--- config.mk ---
export PLATFORM = sky130hd
export DESIGN_NAME = dram_refresh_sched
export DESIGN_NICKNAME = d
export VERILOG_FILES = /design/src/rtl/dram_rfsh_pkg.sv /design/src/rtl/rfsh_timer.sv /design/src/rtl/rfsh_seq.sv /design/src/rtl/rfsh_row_ctr.sv /design/src/rtl/dram_refresh_sched.sv
export SDC_FILE = /design/constraint.sdc
export NUM_CORES = 1
export LEC_CHECK = 0
export ABC_AREA = 1
export BUFFER_PORTS_ARGS = -buffer_cell sky130_fd_sc_hd__buf_4
export CORE_ASPECT_RATIO = 0.7
export CORE_MARGIN = 5
export CORE_UTILIZATION = 55
export CTS_CLUSTER_SIZE = 8
export DETAILED_ROUTE_END_ITERATION = 16
export GPL_TIMING_DRIVEN = 1
export PLACE_DENSITY = 0.8
export SLEW_MARGIN = 15
export SYNTH_ARGS = -nofsm -noshare
export SYNTH_HDL_FRONTEND = slang
export SYNTH_SLANG_ARGS = --single-unit
--- constraint.sdc ---
create_clock -name clk_i -period 3.3 [get_ports clk_i]
set_clock_uncertainty 0.1 [all_clocks]
set_input_delay 0.165 -clock clk_i [delete_from_list [all_inputs] [get_ports clk_i]]
set_output_delay 0.165 -clock clk_i [all_outputs]
set_load 0.1 [all_outputs]
--- src/rtl/dram_rfsh_pkg.sv ---
package dram_rfsh_pkg;

  typedef enum logic [2:0] {
    SQ_IDLE,
    SQ_REQ,
    SQ_CSR,
    SQ_RAS,
    SQ_PRE
  } sq_state_e;

  typedef enum logic {
    RF_CBR = 1'b0,
    RF_ROW = 1'b1
  } rf_kind_e;

endpackage

--- src/rtl/rfsh_timer.sv ---
module rfsh_timer #(
  parameter int unsigned PAUSE_CYC    = 20000,
  parameter int unsigned INTERVAL_CYC = 1560,
  parameter int unsigned WARMUP_CNT   = 8,
  parameter int unsigned PEND_W       = 4
) (
  input  logic clk_i,
  input  logic rst_ni,
  input  logic take_i,
  input  logic done_i,
  output logic pend_nz_o,
  output logic init_done_o,
  output logic overflow_o
);

  localparam int unsigned TOP  = (PAUSE_CYC > INTERVAL_CYC) ? PAUSE_CYC : INTERVAL_CYC;
  localparam int unsigned TW   = $clog2(TOP + 1);
  localparam int unsigned SW   = PEND_W + 2;
  localparam int unsigned PMAX = (1 << PEND_W) - 1;
  localparam int unsigned WW   = $clog2(WARMUP_CNT + 1);
  localparam logic [TW-1:0] PAUSE_LD = TW'(PAUSE_CYC - 1);
  localparam logic [TW-1:0] IVAL_LD  = TW'(INTERVAL_CYC - 1);

  logic          run_q;
  logic [TW-1:0] tmr_q;
  logic [PEND_W-1:0] pend_q;
  logic [WW-1:0] warm_q;
  logic          init_q;
  logic          ovf_q;

  logic          expire, tick, pause_end;
  logic [SW-1:0] after_take, add, sum;

  assign expire    = (tmr_q == '0);
  assign tick      = run_q & expire;
  assign pause_end = ~run_q & expire;

  always_comb begin
    after_take = SW'(pend_q) - SW'(take_i);
    add        = '0;
    if (pause_end) add = SW'(WARMUP_CNT);
    else if (tick) add = SW'(1);
    sum = after_take + add;
  end

  always_ff @(posedge clk_i or negedge rst_ni) begin
    if (!rst_ni) begin
      run_q  <= 1'b0;
      tmr_q  <= PAUSE_LD;
      pend_q <= '0;
    end else begin
      if (expire) begin
        run_q <= 1'b1;
        tmr_q <= IVAL_LD;
      end else begin
        tmr_q <= tmr_q - 1'b1;
      end
      // saturate the queue of owed refreshes
      if (sum > SW'(PMAX)) pend_q <= PEND_W'(PMAX);
      else                 pend_q <= sum[PEND_W-1:0];
    end
  end

  always_ff @(posedge clk_i or negedge rst_ni) begin
    if (!rst_ni) begin
      warm_q <= '0;
      init_q <= 1'b0;
      ovf_q  <= 1'b0;
    end else begin
      if (done_i && !init_q) begin
        warm_q <= warm_q + 1'b1;
        if (warm_q == WW'(WARMUP_CNT - 1)) init_q <= 1'b1;
      end
      if (tick && (after_take != '0)) ovf_q <= 1'b1;
    end
  end

  assign pend_nz_o   = (pend_q != '0);
  assign init_done_o = init_q;
  assign overflow_o  = ovf_q;

endmodule

--- src/rtl/rfsh_seq.sv ---
module rfsh_seq
  import dram_rfsh_pkg::*;
#(
  parameter int unsigned CSR_CYC     = 1,
  parameter int unsigned CHR_CYC     = 2,
  parameter int unsigned RAS_LOW_CYC = 6,
  parameter int unsigned PRECH_CYC   = 4
) (
  input  logic     clk_i,
  input  logic     rst_ni,
  input  logic     grant_i,
  input  logic     pend_nz_i,
  input  logic     ras_only_i,
  output logic     req_o,
  output logic     ras_n_o,
  output logic     cas_n_o,
  output logic     take_o,
  output logic     done_o,
  output rf_kind_e kind_o
);

  localparam int unsigned M1   = (CSR_CYC > RAS_LOW_CYC) ? CSR_CYC : RAS_LOW_CYC;
  localparam int unsigned CMAX = (M1 > PRECH_CYC) ? M1 : PRECH_CYC;
  localparam int unsigned CW   = $clog2(CMAX + 1);
  localparam logic [CW-1:0] CSR_LD  = CW'(CSR_CYC - 1);
  localparam logic [CW-1:0] RAS_LD  = CW'(RAS_LOW_CYC - 1);
  localparam logic [CW-1:0] PRE_LD  = CW'(PRECH_CYC - 1);
  localparam logic [CW-1:0] CAS_REL = CW'(RAS_LOW_CYC - 1 - CHR_CYC);

  sq_state_e state_q, state_d;
  logic [CW-1:0] cnt_q, cnt_d;
  rf_kind_e kind_q, kind_d;
  logic launch;

  always_comb begin
    state_d = state_q;
    cnt_d   = (cnt_q == '0) ? cnt_q : cnt_q - 1'b1;
    kind_d  = kind_q;
    launch  = 1'b0;
    done_o  = 1'b0;
    unique case (state_q)
      SQ_IDLE: if (pend_nz_i) state_d = SQ_REQ;
      SQ_REQ:  if (grant_i) launch = 1'b1;
      SQ_CSR:  if (cnt_q == '0) begin
                 state_d = SQ_RAS;
                 cnt_d   = RAS_LD;
               end
      SQ_RAS:  if (cnt_q == '0) begin
                 state_d = SQ_PRE;
                 cnt_d   = PRE_LD;
               end
      SQ_PRE:  if (cnt_q == '0) begin
                 done_o = 1'b1;
                 if (pend_nz_i && grant_i) launch = 1'b1;
                 else state_d = SQ_IDLE;
               end
      default: state_d = SQ_IDLE;
    endcase
    if (launch) begin
      if (ras_only_i) begin
        kind_d  = RF_ROW;
        state_d = SQ_RAS;
        cnt_d   = RAS_LD;
      end else begin
        kind_d  = RF_CBR;
        state_d = SQ_CSR;
        cnt_d   = CSR_LD;
      end
    end
  end

  always_ff @(posedge clk_i or negedge rst_ni) begin
    if (!rst_ni) begin
      state_q <= SQ_IDLE;
      cnt_q   <= '0;
      kind_q  <= RF_CBR;
    end else begin
      state_q <= state_d;
      cnt_q   <= cnt_d;
      kind_q  <= kind_d;
    end
  end

  assign take_o  = launch;
  assign kind_o  = kind_q;
  assign req_o   = (state_q != SQ_IDLE);
  assign ras_n_o = (state_q != SQ_RAS);

  always_comb begin
    cas_n_o = 1'b1;
    if (state_q == SQ_CSR) cas_n_o = 1'b0;
    // CBR hold: CAS stays low for the first CHR_CYC cycles of RAS low
    else if (state_q == SQ_RAS && kind_q == RF_CBR && cnt_q > CAS_REL) cas_n_o = 1'b0;
  end

endmodule

--- src/rtl/rfsh_row_ctr.sv ---
module rfsh_row_ctr #(
  parameter int unsigned ROW_W = 9
) (
  input  logic             clk_i,
  input  logic             rst_ni,
  input  logic             step_i,
  output logic [ROW_W-1:0] row_o
);

  logic [ROW_W-1:0] row_q;

  always_ff @(posedge clk_i or negedge rst_ni) begin
    if (!rst_ni)     row_q <= '0;
    else if (step_i) row_q <= row_q + 1'b1;
  end

  assign row_o = row_q;

endmodule

--- src/rtl/dram_refresh_sched.sv ---
module dram_refresh_sched
  import dram_rfsh_pkg::*;
#(
  parameter int unsigned ROW_W        = 9,
  parameter int unsigned PAUSE_CYC    = 20000,
  parameter int unsigned WARMUP_CNT   = 8,
  parameter int unsigned INTERVAL_CYC = 1560,
  parameter int unsigned CSR_CYC      = 1,
  parameter int unsigned CHR_CYC      = 2,
  parameter int unsigned RAS_LOW_CYC  = 6,
  parameter int unsigned PRECH_CYC    = 4,
  parameter int unsigned PEND_W       = 4
) (
  input  logic             clk_i,
  input  logic             rst_ni,
  input  logic             ras_only_i,
  input  logic             grant_i,
  output logic             req_o,
  output logic             ras_n_o,
  output logic             cas_n_o,
  output logic [ROW_W-1:0] row_addr_o,
  output logic             init_done_o,
  output logic             overflow_o
);

  logic     pend_nz, take, done;
  rf_kind_e seq_kind;

  rfsh_timer #(
    .PAUSE_CYC   (PAUSE_CYC),
    .INTERVAL_CYC(INTERVAL_CYC),
    .WARMUP_CNT  (WARMUP_CNT),
    .PEND_W      (PEND_W)
  ) u_timer (
    .clk_i      (clk_i),
    .rst_ni     (rst_ni),
    .take_i     (take),
    .done_i     (done),
    .pend_nz_o  (pend_nz),
    .init_done_o(init_done_o),
    .overflow_o (overflow_o)
  );

  rfsh_seq #(
    .CSR_CYC    (CSR_CYC),
    .CHR_CYC    (CHR_CYC),
    .RAS_LOW_CYC(RAS_LOW_CYC),
    .PRECH_CYC  (PRECH_CYC)
  ) u_seq (
    .clk_i     (clk_i),
    .rst_ni    (rst_ni),
    .grant_i   (grant_i),
    .pend_nz_i (pend_nz),
    .ras_only_i(ras_only_i),
    .req_o     (req_o),
    .ras_n_o   (ras_n_o),
    .cas_n_o   (cas_n_o),
    .take_o    (take),
    .done_o    (done),
    .kind_o    (seq_kind)
  );

  rfsh_row_ctr #(
    .ROW_W(ROW_W)
  ) u_row (
    .clk_i (clk_i),
    .rst_ni(rst_ni),
    .step_i(done && (seq_kind == RF_ROW)),
    .row_o (row_addr_o)
  );

endmodule

# Yosys cells after proc, flatten, opt, wreduce, memory -nomap -nowiden
# Index checks and enable logic that the tools add are counted.
# word_totals
reg_bits,42
input_bits,4
output_inout_bits,14
wordCells,76
# op_classes
n_addsub,6
magnitude_cmp,2
eq_ne,12
muxes,27
bitwise_logic,4
n_reduce_logical,15
# ops
op,n
$mux W3,11
$logic_not A15 Y1,1
$mux W15,1
$ne A3 B2 Y1 const B,5
$pmux W3 S5,1
$sub A15 B1 Y15 const B,1
$mux W1,10
$add A9 B1 Y9 const B,1
$mux W4,2
$add A6 B4 Y6,1
$eq A3 B2 Y1 const B,2
$gt A6 B4 Y1 const B,1
$logic_and A1 B1 Y1,6
$logic_not A3 Y1,2
$pmux W3 S2,1
$reduce_and A6 Y1,1
$reduce_bool A6 Y1,1
$sub A4 B1 Y5,1
$add A4 B1 Y4 const B,1
$eq A4 B3 Y1 const B,1
$reduce_bool A4 Y1,1
$eq A3 B1 Y1 const B,1
$eq A3 B3 Y1 const B,1
$gt A3 B2 Y1 const B,1
9 further kinds,11

# Depth between registers and ports, before layout
# logic_depth
ltp_word,9
ltp_mapped,16
mapped_depth_nobuf,16

# By module
# A second synthesis with hierarchy kept.
# unflattened
cells_unflattened,324
area_unflattened_um2,2561.2
# modules_own_cells
mod,n_inst,cells_each,area_per_inst_um2,seq_area_each_um2
rfsh_timer,1,197,1566.5,661.9
rfsh_seq,1,74,526.8,175.2
rfsh_row_ctr,1,51,460.4,225.2
dram_refresh_sched,1,2,7.5,0.0

# Worst setup path after synthesis
# Ideal clock, no wire load.
# synth_timing
kind,register to output
from,reg u_seq.state_q[1]
to,out cas_n_o
arrival_time_ns,2.935
required_ns,3.035
path_slack_ns,0.100
path_stages_with_launch,4
path_buffers,0
path_cell_list,dfrtp_1 -> nand3_1 -> inv_1 -> a31oi_1
# synth_via
elab_chain_cells,5
word_cells_on_any_way,6
classes_between,eq/ne: 2; mux: 2; reduce/logical: 2
# synth_rtl
element,line,text
"start, declared",rfsh_seq.sv:30,"sq_state_e state_q, state_d;"
"start signal, assigned",rfsh_seq.sv:78,state_q <= state_d;
$eq A3 B2 Y1,rfsh_seq.sv:93,else if (state_q == SQ_RAS && kind_q == RF_CBR && cnt_q > CAS_REL) cas_n_o = 1'b0;
$logic_and A1 B1 Y1 (2 in a row),rfsh_seq.sv:93,
$mux W1,rfsh_seq.sv:93,
$mux W1 (*),rfsh_seq.sv:91,if (state_q == SQ_CSR) cas_n_o = 1'b0;
"end, declared",dram_refresh_sched.sv:20,"output logic cas_n_o,"
# Mark *: on every way between the ends. The rest lies on a longest branch, timed or not.

# Worst setup path after layout
# layout_timing
from,reg u_seq.cnt_q[0]
to,reg u_timer.pend_q[2]
# layout_via
elab_chain_cells,7
# layout_rtl
element,line,text
"start, declared",rfsh_seq.sv:31,"logic [CW-1:0] cnt_q, cnt_d;"
"start signal, assigned",rfsh_seq.sv:79,cnt_q <= cnt_d;
$logic_not A3 Y1 (*),rfsh_seq.sv:52,SQ_PRE: if (cnt_q == '0) begin
$mux W1 (*),rfsh_seq.sv:52,
$pmux W1 S2 (*),rfsh_seq.sv:41,unique case (state_q)
via take,dram_refresh_sched.sv:26,"logic pend_nz, take, done;"
$sub A4 B1 Y5 (*),rfsh_timer.sv:39,after_take = SW'(pend_q) - SW'(take_i);
$add A6 B4 Y6 (*),rfsh_timer.sv:43,sum = after_take + add;
$gt A6 B4 Y1,rfsh_timer.sv:59,if (sum > SW'(PMAX)) pend_q <= PEND_W'(PMAX);
$mux W4 (*),rfsh_timer.sv:59,
"end signal, assigned",rfsh_timer.sv:59,
"end signal, assigned",rfsh_timer.sv:60,else pend_q <= sum[PEND_W-1:0];
"end, declared",rfsh_timer.sv:26,logic [PEND_W-1:0] pend_q;
# The timed path passes the listed nets; every way through them passes the cells marked *.
# A chain may end at the register's enable or synchronous reset.

==> key figures <==
Yosys
  – Avg Cell Area, Syn: 8.85 um2
  – Post-Synthesis Cells: 260
  – Adder-cell share of the synthesized area: 0.0653
  – XOR/XNOR share of the synthesized area: 0.0875
  – Post-synthesis mux area share: 0.00489
  – Warnings from Yosys: 0
  – Synth Area in Compound Gates: 0.0495
  – Synth unique cells: 28
  – Cell Area, Synth: 2300 um2
  – Syn Nets: 276
  – Largest family of logic cells by synthesized area: simple AND/OR/NAND/NOR gates
  – Synthesis-stage register bit count: 42
  – Simple-gate share of the synthesized area: 0.269
  – Seq/Total Area, Yosys: 0.462

Worst hold path
  – HP Class: in2reg
  – Hold Path Depth: 3
  – Worst Hold End: u_seq.cnt_q[2]
  – Hold path startpoint: ras_only_i

Routing
  – Wirelength, routed: 4.11 mm
  – ANT nets after route: 0
  – Avg WL per Cell: 12.1 um
  – Routed via count: 1732
  – DRC: 0
  – Vias per inst: 5.12
  – 1st-iter DRT viols: 131
  – Drt first pass iters: 4

Global routing
  – Vias in the first global route: 1690
  – Pin count of the biggest net entering global routing: 43
  – Initial antenna violation count: 0
  – GRT Overall Usage: 0.168
  – Global-route wire length before repair: 7.42 mm
  – Total grt overflow: 0

Placed design
  – # port buffers: 17
  – HPWL Detailed: 3.05 mm
  – GP Congestion: 0.923
  – Post-place setup slack: 0.400 ns

Setup path
  – Worst reg2reg path depth: 15
  – Crit path DAT: 3.04 ns
  – Critical setup path kind: reg2reg
  – Startpoint type of the worst setup path: flip-flop
  – Critical path endpoint category: flip-flop
  – Reg2reg setup slack: 0.32 ns
  – Worst Path Required: 3.36 ns
  – Max Fanout on Critical Path: 7
  – FF-to-FF End: u_timer.pend_q[2]
  – Reg-to-Reg Start: u_seq.cnt_q[0]

Power and ir drop
  – Leakage: 1.34 nW
  – Power Density: 682 nW/um2
  – Max IR drop VDD: 680 uV

Timing
  – Crit path time final: 2.98 ns
  – FMAX: 336 MHz
  – Relative slew slack: 0.659
  – RSZ-0062 raised after global routing: false
  – Pins over their slew limit: 0
  – Tcrit/Tclk final: 0.903
  – Sum Neg Setup Slack: 0 ns
  – Fin. Hold Viols: 0
  – Final worst slack: 0.322 ns
  – Final setup viols: 0
  – Worst-margin pin slew: 0.511 ns

Die
  – Top-Level Pins: 18
  – DIE HEIGHT: 64.1 um
  – CORE AREA: 3970 um2
  – Die area: 5600 um2
  – Row cnt: 19
  – Initial Util: 0.580
  – Die X: 87.3 um

Flow run
  – Max cap viols: 0

Layout
  – Share of post-route cells with drive strength above 1: 0.189
  – # nets final: 301
  – Antenna cell count: 0
  – Area grow syn2layout: 13.6%

Clock tree
  – Clock transition at the registers of the reported paths: 0.08 ns
  – CTS Buf Count: 5
  – CTS tree: yes
  – H-tree depth: 2
  – Clk sinks: 42
  – Max Buffers Root-to-Sink: 2
  – Clk Latency, worst-skew pair: 0.29 ns
  – Root Buffer: clkbuf_8

Outcome
  – Status: complete, no violations
-- synth_stat cells, drive strengths merged --
cell / n / area [um2]
dfstp: 9 / 236
mux2: 1 / 11.3
inv: 38 / 143
nand3: 17 / 97.6
a41oi: 1 / 8.76
xor2: 13 / 114
and2: 1 / 6.26
nand2: 57 / 244
a21boi: 1 / 7.51
ha: 12 / 150
a31oi: 1 / 6.26
nand4: 4 / 25.0
dfrtp: 33 / 826
o31ai: 1 / 7.51
xnor2: 10 / 87.6
nor2: 39 / 189
a21o: 2 / 15.0
o21ai: 6 / 30.0
nor3: 7 / 57.6
a21oi: 7 / 38.8
-- what timing repair did --
item	4_1_cts	5_1_grt
gates resized for setup	0	0
hold buffers	1	0
setup buffers	0	0
endpoints found under the setup margin	0	0
hold endpoints to repair	33	0
-- power breakdown --
part	switching, mW	leakage, nW	internal (mW)
Clock	0.179	0.0514	0.226
Sequential	0.0731	0.505	0.596
Combinational	0.497	0.784	0.212
Total	0.748	1.34	1.03
-- cell families after synthesis --
logic type,after synthesis
xor gates and xnor gates,23
buffers and inverters,38
adders and majority gates,12
muxes,1
AOI/OAI and AO/OA,19
DFF,42
and+or+nand+nor,125
-- registers in the layout, summed over array words and instances (netlist names) --
| name | cells |
|---|---|
| u_timer.run_q | 1 |
| u_seq.kind_o | 1 |
| u_timer.tmr_q | 15 |
| u_row.row_o | 9 |
| u_timer.overflow_o | 1 |
| u_timer.init_done_o | 1 |
| u_seq.cnt_q | 3 |
| u_seq.state_q | 3 |
| u_timer.pend_q | 4 |
| u_timer.warm_q | 4 |
-- routing by layer --
| metal | vias up | global-route usage | routed length (um) |
|---|---|---|---|
| met1 | 816 | 0.249 | 2070 |
| met4 | 0 | 0.0613 | 60 |
| met5 | - | 0 | 0 |
| met3 | 7 | 0.0385 | 209 |
| met2 | 41 | 0.240 | 1760 |
| li1 | 868 | - | - |
-- through the flow --
step | cells | utilization | hold slack (ns) | power [mW] | instance area [um2]
floorplan | 260 | - | -0.231 | 1.23 | 2300
global placement | 329 | 0.628 | 0.0820 | 1.36 | 2490
detailed placement | 329 | 0.628 | 0.0824 | 1.38 | 2490
CTS | 338 | 0.658 | 0.0346 | 1.79 | 2610
global route | 338 | 0.658 | 0.0795 | 1.91 | 2610
finish | 338 | 0.658 | 0.0422 | 1.78 | 2610
-- cell type report --
class | count | area, um2
Fill cell | 329 | 1360
Multi-Input combinational cell | 180 | 1100
Sequential cell | 42 | 1060
Inverter | 38 | 143
Timing Repair Buffer | 18 | 138
Clock buffer | 6 | 72.6
Tap cell | 52 | 65.1
Clock inverter | 2 | 37.5
-- worst max path at each step --
stage / startpoint / to / slack, ns / cells after the start
2_1_floorplan: u_seq.state_q[1] / cas_n_o / 0.1 / 3
3_3_place_gp: u_seq.cnt_q[0] / u_timer.pend_q[2] / 0.57 / 15
3_5_place_dp: u_seq.cnt_q[0] / u_timer.pend_q[2] / 0.40 / 15
4_1_cts: u_seq.cnt_q[0] / u_timer.pend_q[2] / 0.35 / 15
5_1_grt: u_seq.cnt_q[0] / u_timer.pend_q[1] / 0.08 / 15
6_report: u_seq.cnt_q[0] / u_timer.pend_q[2] / 0.32 / 15
-- layout by cell type (no fill, tap or decap), types with 5 or more instances in the layout --
master,Yosys,layout
a21oi_1,6,6
dfstp_2,9,9
inv_1,35,35
buf_4,0,17
xnor2_1,10,10
xor2_1,13,13
o21ai_0,6,6
nand3_1,16,16
nand2_1,51,51
nor2_4,5,5
ha_1,12,12
dfrtp_1,33,33
nor2_1,32,32
nor3_1,5,5
clkbuf_8,0,5
-- critical path, cell delays in order, from the launching register on --
cell     delay, ns
dfrtp_1       0.41
inv_1         0.11
ha_1          0.22
nand2_4       0.11
nor2_4        0.16
nand2_1       0.08
nand2_2       0.12
ha_1          0.18
nand2_1       0.09
xor2_1        0.19
inv_1         0.07
ha_1          0.33
nand3_1       0.11
nand2_1       0.07
o21ai_0       0.40
nand2_1       0.10
(Power assumes the default switching activity.)
